==> src/rtl/pgc_pkg.sv <==
// Package: shared state encoding and shadow field select codes for the
// pulse generator channel. Assumes three select bits cover six fields.
package pgc_pkg;
    typedef enum logic [1:0] {
        ST_IDLE  = 2'd0,
        ST_WAIT  = 2'd1,
        ST_HIGH  = 2'd2,
        ST_FIRED = 2'd3
    } pgc_state_t;

    localparam int unsigned NUM_FIELDS = 6;
    localparam logic [2:0] SEL_ST_SEC = 3'd0;
    localparam logic [2:0] SEL_ST_CYC = 3'd1;
    localparam logic [2:0] SEL_ST_FIN = 3'd2;
    localparam logic [2:0] SEL_EN_SEC = 3'd3;
    localparam logic [2:0] SEL_EN_CYC = 3'd4;
    localparam logic [2:0] SEL_EN_FIN = 3'd5;
endpackage

==> src/rtl/pgc_regs.sv <==
// Shadow and working register bank. Six shadow fields are written one at a
// time. An update strobe marks the bank busy for one cycle, and in that cycle
// all six fields move to the working set together.
// Assumes SEC_W is the widest field; narrower fields are truncated on output.
module pgc_regs #(
    parameter int unsigned SEC_W  = 32,
    parameter int unsigned CYC_W  = 28,
    parameter int unsigned FINE_W = 12
) (
    input  logic              clk,
    input  logic              rst_n,
    input  logic              wr_en,
    input  logic [2:0]        wr_sel,
    input  logic [SEC_W-1:0]  wr_data,
    input  logic              upd_req,
    output logic [SEC_W-1:0]  st_sec,
    output logic [CYC_W-1:0]  st_cyc,
    output logic [FINE_W-1:0] st_fin,
    output logic [SEC_W-1:0]  en_sec,
    output logic [CYC_W-1:0]  en_cyc,
    output logic [FINE_W-1:0] en_fin,
    output logic              upd_done
);
    import pgc_pkg::*;

    logic [SEC_W-1:0] shadow [NUM_FIELDS];
    logic [SEC_W-1:0] work   [NUM_FIELDS];
    logic             busy_q;

    // Busy lasts one cycle after each update request.
    always_ff @(posedge clk) begin
        if (!rst_n) busy_q <= 1'b0;
        else        busy_q <= upd_req;
    end

    for (genvar i = 0; i < NUM_FIELDS; i++) begin : g_field
        // Shadow field i captures host data on a matching select.
        always_ff @(posedge clk) begin
            if (!rst_n)
                shadow[i] <= '0;
            else if (wr_en && wr_sel == 3'(i))
                shadow[i] <= wr_data;
        end
        // Working field i follows its shadow only in the busy cycle.
        always_ff @(posedge clk) begin
            if (!rst_n)
                work[i] <= '0;
            else if (busy_q)
                work[i] <= shadow[i];
        end
    end

    assign st_sec   = work[SEL_ST_SEC];
    assign st_cyc   = work[SEL_ST_CYC][CYC_W-1:0];
    assign st_fin   = work[SEL_ST_FIN][FINE_W-1:0];
    assign en_sec   = work[SEL_EN_SEC];
    assign en_cyc   = work[SEL_EN_CYC][CYC_W-1:0];
    assign en_fin   = work[SEL_EN_FIN][FINE_W-1:0];
    assign upd_done = !busy_q;
endmodule

==> src/rtl/pgc_lead.sv <==
// Arm-time validity check. Forms the earliest acceptable start time, which is
// the time base plus LEAD cycles with a wrap into the next second past
// CYC_MAX. Flags a start earlier than that, and an end not after the start.
// Assumes LEAD <= CYC_MAX + 1 and time-base cycles never exceed CYC_MAX.
module pgc_lead #(
    parameter int unsigned SEC_W   = 32,
    parameter int unsigned CYC_W   = 28,
    parameter int unsigned CYC_MAX = 124999999,
    parameter int unsigned LEAD    = 25
) (
    input  logic [SEC_W-1:0] tb_sec,
    input  logic [CYC_W-1:0] tb_cyc,
    input  logic [SEC_W-1:0] st_sec,
    input  logic [CYC_W-1:0] st_cyc,
    input  logic [SEC_W-1:0] en_sec,
    input  logic [CYC_W-1:0] en_cyc,
    output logic             too_soon,
    output logic             bad_order
);
    localparam int unsigned SUM_W = CYC_W + 1;
    localparam logic [SUM_W-1:0] LEAD_V = SUM_W'(LEAD);
    localparam logic [SUM_W-1:0] MAX_V  = SUM_W'(CYC_MAX);
    localparam logic [SUM_W-1:0] MOD_V  = SUM_W'(CYC_MAX + 1);

    logic [SUM_W-1:0] sum;
    logic             wrap;
    logic [CYC_W-1:0] dl_cyc;
    logic [SEC_W-1:0] dl_sec;

    // Deadline = time base + LEAD, carrying into seconds.
    always_comb begin
        sum    = {1'b0, tb_cyc} + LEAD_V;
        wrap   = sum > MAX_V;
        dl_cyc = wrap ? CYC_W'(sum - MOD_V) : sum[CYC_W-1:0];
        dl_sec = tb_sec + SEC_W'(wrap);
    end

    // Lexicographic compares over {seconds, cycles}.
    assign too_soon  = {st_sec, st_cyc} <  {dl_sec, dl_cyc};
    assign bad_order = {en_sec, en_cyc} <= {st_sec, st_cyc};
endmodule

==> src/rtl/pgc_core.sv <==
// Channel sequencer: idle, waiting for start, pulse high, fired. It also holds
// the calibration request and its one-cycle pulse, and it drives the output
// level, the tap and the status flags. Assumes the arm check inputs are
// combinational from the current time base.
module pgc_core #(
    parameter int unsigned SEC_W  = 32,
    parameter int unsigned CYC_W  = 28,
    parameter int unsigned FINE_W = 12
) (
    input  logic              clk,
    input  logic              rst_n,
    input  logic [SEC_W-1:0]  tb_sec,
    input  logic [CYC_W-1:0]  tb_cyc,
    input  logic [SEC_W-1:0]  st_sec,
    input  logic [CYC_W-1:0]  st_cyc,
    input  logic [FINE_W-1:0] st_fin,
    input  logic [SEC_W-1:0]  en_sec,
    input  logic [CYC_W-1:0]  en_cyc,
    input  logic [FINE_W-1:0] en_fin,
    input  logic              arm_req,
    input  logic              too_soon,
    input  logic              bad_order,
    input  logic              cal_req,
    input  logic              period_mark,
    input  logic              pol,
    output logic              pulse_out,
    output logic [FINE_W-1:0] tap_out,
    output logic              trig_done,
    output logic              err_flag,
    output logic              main_act,
    output logic              cal_act
);
    import pgc_pkg::*;

    pgc_state_t state_q;
    logic       cal_pend_q;
    logic       hit_start;
    logic       hit_end;
    logic       reject;

    assign hit_start = (tb_sec == st_sec) && (tb_cyc == st_cyc);
    assign hit_end   = (tb_sec == en_sec) && (tb_cyc == en_cyc);
    assign reject    = too_soon || bad_order;

    // Main sequencer with arm handling and status flags.
    always_ff @(posedge clk) begin
        if (!rst_n) begin
            state_q   <= ST_IDLE;
            trig_done <= 1'b0;
            err_flag  <= 1'b0;
        end else if (arm_req && state_q != ST_HIGH) begin
            err_flag  <= reject;
            trig_done <= 1'b0;
            state_q   <= reject ? ST_IDLE : ST_WAIT;
        end else begin
            case (state_q)
                ST_WAIT: if (hit_start) state_q <= ST_HIGH;
                ST_HIGH: if (hit_end) begin
                    state_q   <= ST_FIRED;
                    trig_done <= 1'b1;
                end
                default: state_q <= state_q;
            endcase
        end
    end

    // Calibration request held until the next period marker, then one pulse.
    always_ff @(posedge clk) begin
        if (!rst_n) begin
            cal_pend_q <= 1'b0;
            cal_act    <= 1'b0;
        end else begin
            cal_act    <= cal_pend_q && period_mark;
            cal_pend_q <= cal_req || (cal_pend_q && !period_mark);
        end
    end

    // Tap shows the fine value of the edge that comes next.
    always_comb begin
        case (state_q)
            ST_WAIT: tap_out = st_fin;
            ST_HIGH: tap_out = en_fin;
            default: tap_out = '0;
        endcase
    end

    assign main_act  = (state_q == ST_HIGH);
    assign pulse_out = pol ? (main_act || cal_act) : !(main_act || cal_act);
endmodule

==> src/rtl/pgc_channel.sv <==
// Top of the absolute-time pulse generator channel. Connects the register
// bank, the arm check and the sequencer. Assumes the time base is supplied in
// the same clock domain and that its cycle field wraps at CYC_MAX.
module pgc_channel #(
    parameter int unsigned SEC_W   = 32,
    parameter int unsigned CYC_W   = 28,
    parameter int unsigned FINE_W  = 12,
    parameter int unsigned CYC_MAX = 124999999,
    parameter int unsigned LEAD    = 25
) (
    input  logic              clk,
    input  logic              rst_n,
    input  logic [SEC_W-1:0]  tb_sec,
    input  logic [CYC_W-1:0]  tb_cyc,
    input  logic              wr_en,
    input  logic [2:0]        wr_sel,
    input  logic [SEC_W-1:0]  wr_data,
    input  logic              upd_req,
    input  logic              arm_req,
    input  logic              cal_req,
    input  logic              period_mark,
    input  logic              pol,
    output logic              pulse_out,
    output logic [FINE_W-1:0] tap_out,
    output logic              upd_done,
    output logic              trig_done,
    output logic              err_flag
);
    logic [SEC_W-1:0]  st_sec, en_sec;
    logic [CYC_W-1:0]  st_cyc, en_cyc;
    logic [FINE_W-1:0] st_fin, en_fin;
    logic              too_soon, bad_order;
    logic              main_act, cal_act;

    pgc_regs #(.SEC_W(SEC_W), .CYC_W(CYC_W), .FINE_W(FINE_W)) u_regs (
        .clk(clk), .rst_n(rst_n), .wr_en(wr_en), .wr_sel(wr_sel),
        .wr_data(wr_data), .upd_req(upd_req),
        .st_sec(st_sec), .st_cyc(st_cyc), .st_fin(st_fin),
        .en_sec(en_sec), .en_cyc(en_cyc), .en_fin(en_fin),
        .upd_done(upd_done)
    );

    pgc_lead #(.SEC_W(SEC_W), .CYC_W(CYC_W), .CYC_MAX(CYC_MAX), .LEAD(LEAD)) u_lead (
        .tb_sec(tb_sec), .tb_cyc(tb_cyc),
        .st_sec(st_sec), .st_cyc(st_cyc),
        .en_sec(en_sec), .en_cyc(en_cyc),
        .too_soon(too_soon), .bad_order(bad_order)
    );

    pgc_core #(.SEC_W(SEC_W), .CYC_W(CYC_W), .FINE_W(FINE_W)) u_core (
        .clk(clk), .rst_n(rst_n), .tb_sec(tb_sec), .tb_cyc(tb_cyc),
        .st_sec(st_sec), .st_cyc(st_cyc), .st_fin(st_fin),
        .en_sec(en_sec), .en_cyc(en_cyc), .en_fin(en_fin),
        .arm_req(arm_req), .too_soon(too_soon), .bad_order(bad_order),
        .cal_req(cal_req), .period_mark(period_mark), .pol(pol),
        .pulse_out(pulse_out), .tap_out(tap_out),
        .trig_done(trig_done), .err_flag(err_flag),
        .main_act(main_act), .cal_act(cal_act)
    );
endmodule

==> config.mk <==
export PLATFORM = sky130hd
export DESIGN_NAME = pgc_channel
export DESIGN_NICKNAME = d
export VERILOG_FILES = /design/src/rtl/pgc_pkg.sv /design/src/rtl/pgc_regs.sv /design/src/rtl/pgc_lead.sv /design/src/rtl/pgc_core.sv /design/src/rtl/pgc_channel.sv
export SDC_FILE = /design/constraint.sdc
export NUM_CORES = 1
export LEC_CHECK = 0
export BUFFER_PORTS_ARGS = -buffer_cell sky130_fd_sc_hd__buf_2
export CORE_UTILIZATION = 35
export DETAILED_ROUTE_END_ITERATION = 8
export PLACE_DENSITY = 0.5
export SYNTH_ARGS = -nofsm -noshare
export SYNTH_HDL_FRONTEND = slang
export SYNTH_HIERARCHICAL = 1
export SYNTH_SLANG_ARGS = --single-unit
==> constraint.sdc <==
create_clock -name clk -period 9.1 [get_ports clk]
set_input_delay 1.82 -clock clk [delete_from_list [all_inputs] [get_ports clk]]
set_output_delay 1.82 -clock clk [all_outputs]
set_load 0.05 [all_outputs]
== Yosys cells after proc, flatten, opt, wreduce, memory -nomap -nowiden ==
Memories as Yosys holds them, arrays and structs flattened.
Cells that the tools add are included.
Word-level totals
  register bits after elaboration: 7
  latch bits: 0
  memory bits (writable): 384
  ROM bits: 0
  input port bits: 103
  output and inout port bits: 16
  memories kept: 2
Memories
  u_regs.shadow: words 6, bits a word 32, rd ports 6, clocked after Yosys merged registers in 0, wr ports 6, RTL line pgc_regs.sv:26  | logic [SEC_W-1:0] shadow [NUM_FIELDS];
  u_regs.work: words 6, bits a word 32, rd ports 6, clocked after Yosys merged registers in 0, wr ports 6, RTL line pgc_regs.sv:27  | logic [SEC_W-1:0] work [NUM_FIELDS];
Operators by class
  add/subtract/negate cells: 3
  multipliers: 0
  divide/modulo/power cells: 0
  $lt $le $gt $ge: 3
  equality and inequality tests: 14
  shift-type cells: 0
  multiplexer cells: 42
  bitwise operators: 13
  reductions and logical operators: 22
Operators with widths (count)
  32-bit two-way mux: 12
  32-bit equality test: 2
  60-bit <= comparator: 1
  60-bit < comparator: 1
  28-bit equality test: 2
  32-bit by 1-bit adder with 32-bit output: 1
  28-bit by 5-bit adder with 29-bit output (second input constant): 1
  29-bit by 27-bit > comparator with 1-bit output (second input constant): 1
  28-bit two-way mux: 1
  28-bit by 27-bit subtractor with 28-bit output (second input constant): 1
  1-bit two-way mux: 24
  12-bit one-hot mux with 2 select lines: 1
  1-bit OR: 12
  1-bit logical AND: 11
  3-bit by 2-bit equality test with 1-bit output (second input constant): 2
  3-bit equality test (second input constant): 2
  2-bit two-way mux: 3
  2-bit one-hot mux with 2 select lines: 1
  3-bit by 1-bit equality test with 1-bit output (second input constant): 1
  1-bit zero test: 3
  3-bit zero test: 1
  1-bit logical OR: 3
  3-bit by 1-bit != test with 1-bit output (second input constant): 1
  3-bit != test (second input constant): 1
  other kinds (8): 8

== Depth between registers and ports, before layout ==
  depth in word-level cells: 7
  depth in mapped cells: 32
  mapped depth without buffers: 30

== Cells and area by module ==
The synthesis kept the hierarchy.
By module, submodules not included
  pgc_regs: instances 1, cells each 677, area an instance 10959.3 um^2, seq. area each 8668.3 um^2
  pgc_lead: instances 1, cells each 677, area an instance 4933.5 um^2, seq. area each 0.0 um^2
  pgc_core: instances 1, cells each 228, area an instance 1773.0 um^2, seq. area each 120.1 um^2

== Worst setup path before layout ==
OpenSTA, ideal clock, no wires.
  kind: input -> register
  from: input port tb_cyc[11]
  to: register u_core.state_q[0]
  setup time: 0.123 ns
  data arrival time: 6.807 ns
  data required time: 8.977 ns
  setup slack: 2.170 ns
  stages: 31
  path through: clkbuf_1 nand2_1 or4_4 or2_1 buf_6 or3_1 a21oi_2 o2111a_2 a31oi_4 buf_8 inv_1 ha_1 ha_1 and2_1 nor2b_1 nand3_1 xor2_1 ha_1 a21o_1 a21o_1 a21o_1 a21o_1 a21oi_1 o21ai_0 nand2_1 o211ai_1 a41oi_1 o211ai_1 nand2_1 a21o_1 a31oi_1
On the way
  cells in the longest elaborated chain, start to end: 7
RTL lines
  start: declaration: RTL line pgc_channel.sv:14  | input logic [CYC_W-1:0] tb_cyc,
  28-bit by 5-bit adder with 29-bit output (*): RTL line pgc_lead.sv:32  | sum = {1'b0, tb_cyc} + LEAD_V;
  29-bit by 27-bit > comparator with 1-bit output or 28-bit by 27-bit subtractor with 28-bit output (tied branches): RTL line pgc_lead.sv:33, pgc_lead.sv:34
  32-bit by 1-bit adder with 32-bit output or 28-bit two-way mux (tied branches): RTL line pgc_lead.sv:35, pgc_lead.sv:34
  60-bit < comparator (*): RTL line pgc_lead.sv:39  | assign too_soon = {st_sec, st_cyc} < {dl_sec, dl_cyc};
  net too_soon: RTL line pgc_channel.sv:32  | logic too_soon, bad_order;
  1-bit logical OR (*): RTL line pgc_core.sv:43  | assign reject = too_soon || bad_order;
  1-bit two-way mux (*): RTL line pgc_core.sv:54  | state_q <= reject ? ST_IDLE : ST_WAIT;
  2-bit two-way mux (*): RTL line pgc_core.sv:51  | end else if (arm_req && state_q != ST_HIGH) begin
  end signal: assignment: RTL line pgc_core.sv:54
  end signal: assignment: RTL line pgc_core.sv:62  | default: state_q <= state_q;
  end: declaration: RTL line pgc_core.sv:35  | pgc_state_t state_q;
The timed path passes the listed nets; every way through them passes the cells marked *.
A chain may end at the register's enable or synchronous reset.

== Worst setup path after layout ==
  from: input port tb_cyc[0]
  to: register u_core.state_q[0]
Same word-level chain as after synthesis.

==> run_results.csv <==
group,metric,value,unit
status,status,"complete, no violations",
global_route,grt_usage,22.1,%
floorplanning,core,49400,µm²
sta,rsz0062_at_grt,"no",
global_route,grt_pass1_vias,12500,
cells_and_area,area_growth,11.3,%
cells_and_area,antenna_cells,0,
floorplanning,die_area,51400,µm²
cts,cts_tree,"built",
synth,syn_inst,1582,
critical_path,startpoint_type,"primary input",
critical_path,worstReg2RegEnd,"u_core/state_q[0]$_SDFFE_PN0P_",
cts,cts_sinks,295,
cells_and_area,fin_nets,1894,
route,vias,12900,
cts,cts_resized,0,
route,wl_per_cell,24.2,µm
route,drc,0,
route,drt_iter0_drc,1322,
critical_path,cp_data_arrival_time,8000,ps
cts,clkLatencyLatePin,550,ps
global_route,grt_antenna_before_repair,0,
synth,syn_area_per_cell,11.2,µm²
route,ant_nets,0,
sta,slew_violations,0,
power,powerDensity,168,nW/µm²
floorplanning,initial_core_util,35.8,%
cts,clkSlewWorstSetupHoldPaths,60,ps
cts,cts_buffer_depth,3,
synth,synth-seq-cells,295,
sta,fin_crit,7560,ps
route,wl,56.8,mm
critical_path,required,9540,ps
critical_path,path_max_fanout,10,
cts,postCtsSetupBuffers,0,
global_route,grt_max_degree,87,
sta,relSlewSlack,29.2,%
synth,synth.net_count,1811,
synth,synth.distinct_cells,80,
route,firstDrtPassIters,9,
synth,synth_flop_cell,"edfxtp_1",
sta,setup_tns,0,ps
critical_path,reg2reg_depth,13,
synth,synthesis.area,17700,µm²
synth,synthArstFlopShare,0,%
critical_path,rrSetupSlack,5470,ps
cts,root_buffer,"clkbuf_16",
cts,ctsHoldBuffers,0,
cells_and_area,drive_above_1_share,13.0,%
global_route,grt_pass1_wl,82.6,mm
place,port_buffers,118,
synth,synth_edf_count,288,
power,power,3.30,mW
floorplanning,die_w,227,µm
hold_path,hold_path.class,"flop to flop",
place,post-dp-hpwl,42.9,mm
synth,ys_seq_area_share,49.7,%
floorplanning,ios,119,
sta,tightest_slew,1060,ps
sta,fin_skew,9.05,ps
hold_path,hp-start,"u_core/trig_done$_SDFFE_PP0P_",
sta,clock.fmax,0.132,GHz
route,viasPerCell,5.49,
hold_path,min_path_cells,2,
sta,finalHoldViolations,0,
power,vdd.ir_drop.worst,131,µV
floorplanning,rows,81,
job,maxCapViolations,0,
cts,cts_buffers,29,
synth,yosysWarnings,6,
critical_path,cp-end-kind,"flop",
global_route,grt_overflow,0,
power,power.static_leakage,8.40,nW
cts,cts.htree.levels,1,
sta,setup_violations,0,
critical_path,critical_path_class,"primary input to flop",
critical_path,crit-reg2reg-launch,"u_regs/work[0][26]$_SDFFCE_PN0P_",
hold_path,holdPathEnd,"u_core/trig_done$_SDFFE_PP0P_",
sta,period_share,83.1,%
floorplanning,die_y,227,µm
place,finalWeightedCongestion,0.999,
## routing by layer
| metal | vias to the layer above | GRT usage, % | part of all wire, % |
|---|---|---|---|
| met2 | 461 | 33.7 | 44 |
| met1 | 6313 | 32.1 | 47 |
| met5 | - | 0 | 0 |
| met4 | 0 | 9.26 | 4.5 |
| met3 | 106 | 1.70 | 4.8 |
| li1 | 6006 | - | - |
## report_power, final
part / switching, mW / internal, mW / leakage (nW)
combinational: 0.345 / 0.198 / 5.09
sequential: 0.0902 / 1.60 / 2.91
clock: 0.490 / 0.582 / 0.399
## synthesized netlist by cell type, types with 4 or more instances
cell,instances,share of area (%)
o21ai_0,25,0.71
ha_1,126,8.9
nor4_1,33,1.2
and3_1,240,8.5
a31oi_1,4,0.14
a21o_1,49,2.1
nor2_2,16,0.57
buf_6,4,0.25
a211o_1,4,0.20
or2_2,4,0.14
nor3_1,13,0.37
nor2b_1,11,0.39
nor4_2,4,0.28
nand4_1,46,1.6
nand2b_1,9,0.32
nor2_1,87,1.8
xnor2_1,60,3.0
dfxtp_1,7,0.79
buf_2,19,0.54
xor2_1,132,6.5
clkbuf_2,5,0.14
a21oi_1,33,0.93
a22oi_1,13,0.55
clkbuf_1,49,1.0
and2_1,5,0.18
edfxtp_1,288,49
o21a_1,12,0.51
nor3b_1,30,1.3
o22ai_1,4,0.14
nand2_1,51,1.1
inv_1,82,1.7
nand3_1,44,1.2
o211ai_1,8,0.34
## flip-flops by register name, summed over array words and instances (netlist names)
name / count
u_core/cal_act: 1
u_core/cal_pend_q: 1
u_regs/busy_q: 1
u_regs/shadow: 144
u_regs/work: 144
u_core/trig_done: 1
u_core/state_q: 2
u_core/err_flag: 1
## worst max path at each step
stage | from | to | slack (ps) | depth (start not counted)
after floorplan | tb_cyc[11] | u_core/state_q[0]$_SDFFE_PN0P_ | 2170 | 31
after global placement | tb_cyc[0] | u_core/state_q[0]$_SDFFE_PN0P_ | 1150 | 27
after detailed placement | tb_cyc[0] | u_core/state_q[0]$_SDFFE_PN0P_ | 1040 | 27
after CTS | tb_cyc[0] | u_core/state_q[0]$_SDFFE_PN0P_ | 1590 | 28
after global routing | tb_cyc[0] | u_core/state_q[0]$_SDFFE_PN0P_ | 1060 | 28
final | tb_cyc[0] | u_core/state_q[0]$_SDFFE_PN0P_ | 1540 | 28
## stage by stage
stage | setup WS (ps) | area (µm²) | util [%] | std cells | hold slack, ps
after global routing | 1060 | 19700 | 39.8 | 2348 | 490
after floorplan | 2170 | 17700 | - | 1582 | 448
after CTS | 1590 | 19700 | 39.8 | 2348 | 458
after detailed placement | 1040 | 18800 | 38.2 | 2298 | 448
final | 1540 | 19700 | 39.8 | 2348 | 456
after global placement | 1150 | 18800 | 38.2 | 2298 | 448
## kinds of logic after synthesis
group,count (synthesis),synth area share (%)
simple gates,614,20.1
flops,295,49.7
xor+xnor,193,9.61
compound gates,188,7.54
buf+inv,164,3.93
fa+ha+maj,126,8.92
mux,2,0.127
## area by class of cell
| type | instances | area (µm²) |
|---|---|---|
| clock buffer | 37 | 756 |
| clock inverter | 13 | 66.3 |
| fill | 4829 | 29700 |
| tap | 664 | 831 |
| sequential | 295 | 8790 |
| timing repair buffer | 133 | 706 |
| multi-input combinational | 1123 | 8200 |
| inverter | 83 | 312 |
## critical path, stage by stage
cell and delay [ps]:
buf_2 210, ha_1 340, a211oi_2 210, nor2_1 600, nand3_1 160, a211o_1 330
o31a_1 300, o211ai_1 340, a31oi_4 140, inv_1 150, ha_1 220, ha_1 210
and2_1 210, nor2b_1 360, and4_1 320, nor2b_1 240, nand2_1 100, xor2_1 150
ha_1 180, a21o_1 170, a21o_1 160, a21oi_1 140, o211ai_1 110, a41oi_1 390
o211ai_1 160, nand2_1 100, a21o_1 100, a31oi_1 40
## layout by cell type (no fill, tap or decap), types with 29 or more instances in the layout
cell type,n
nand3_1,44
clkbuf_16,29
xor2_1,132
and3_1,240
nor2_1,87
inv_1,82
xnor2_1,60
nand2_1,50
ha_1,126
a21o_1,49
a21oi_1,33
buf_2,117
edfxtp_1,288
nor3b_1,30
nor4_1,33
nand4_1,46
Power figures use the tool's default switching activity.
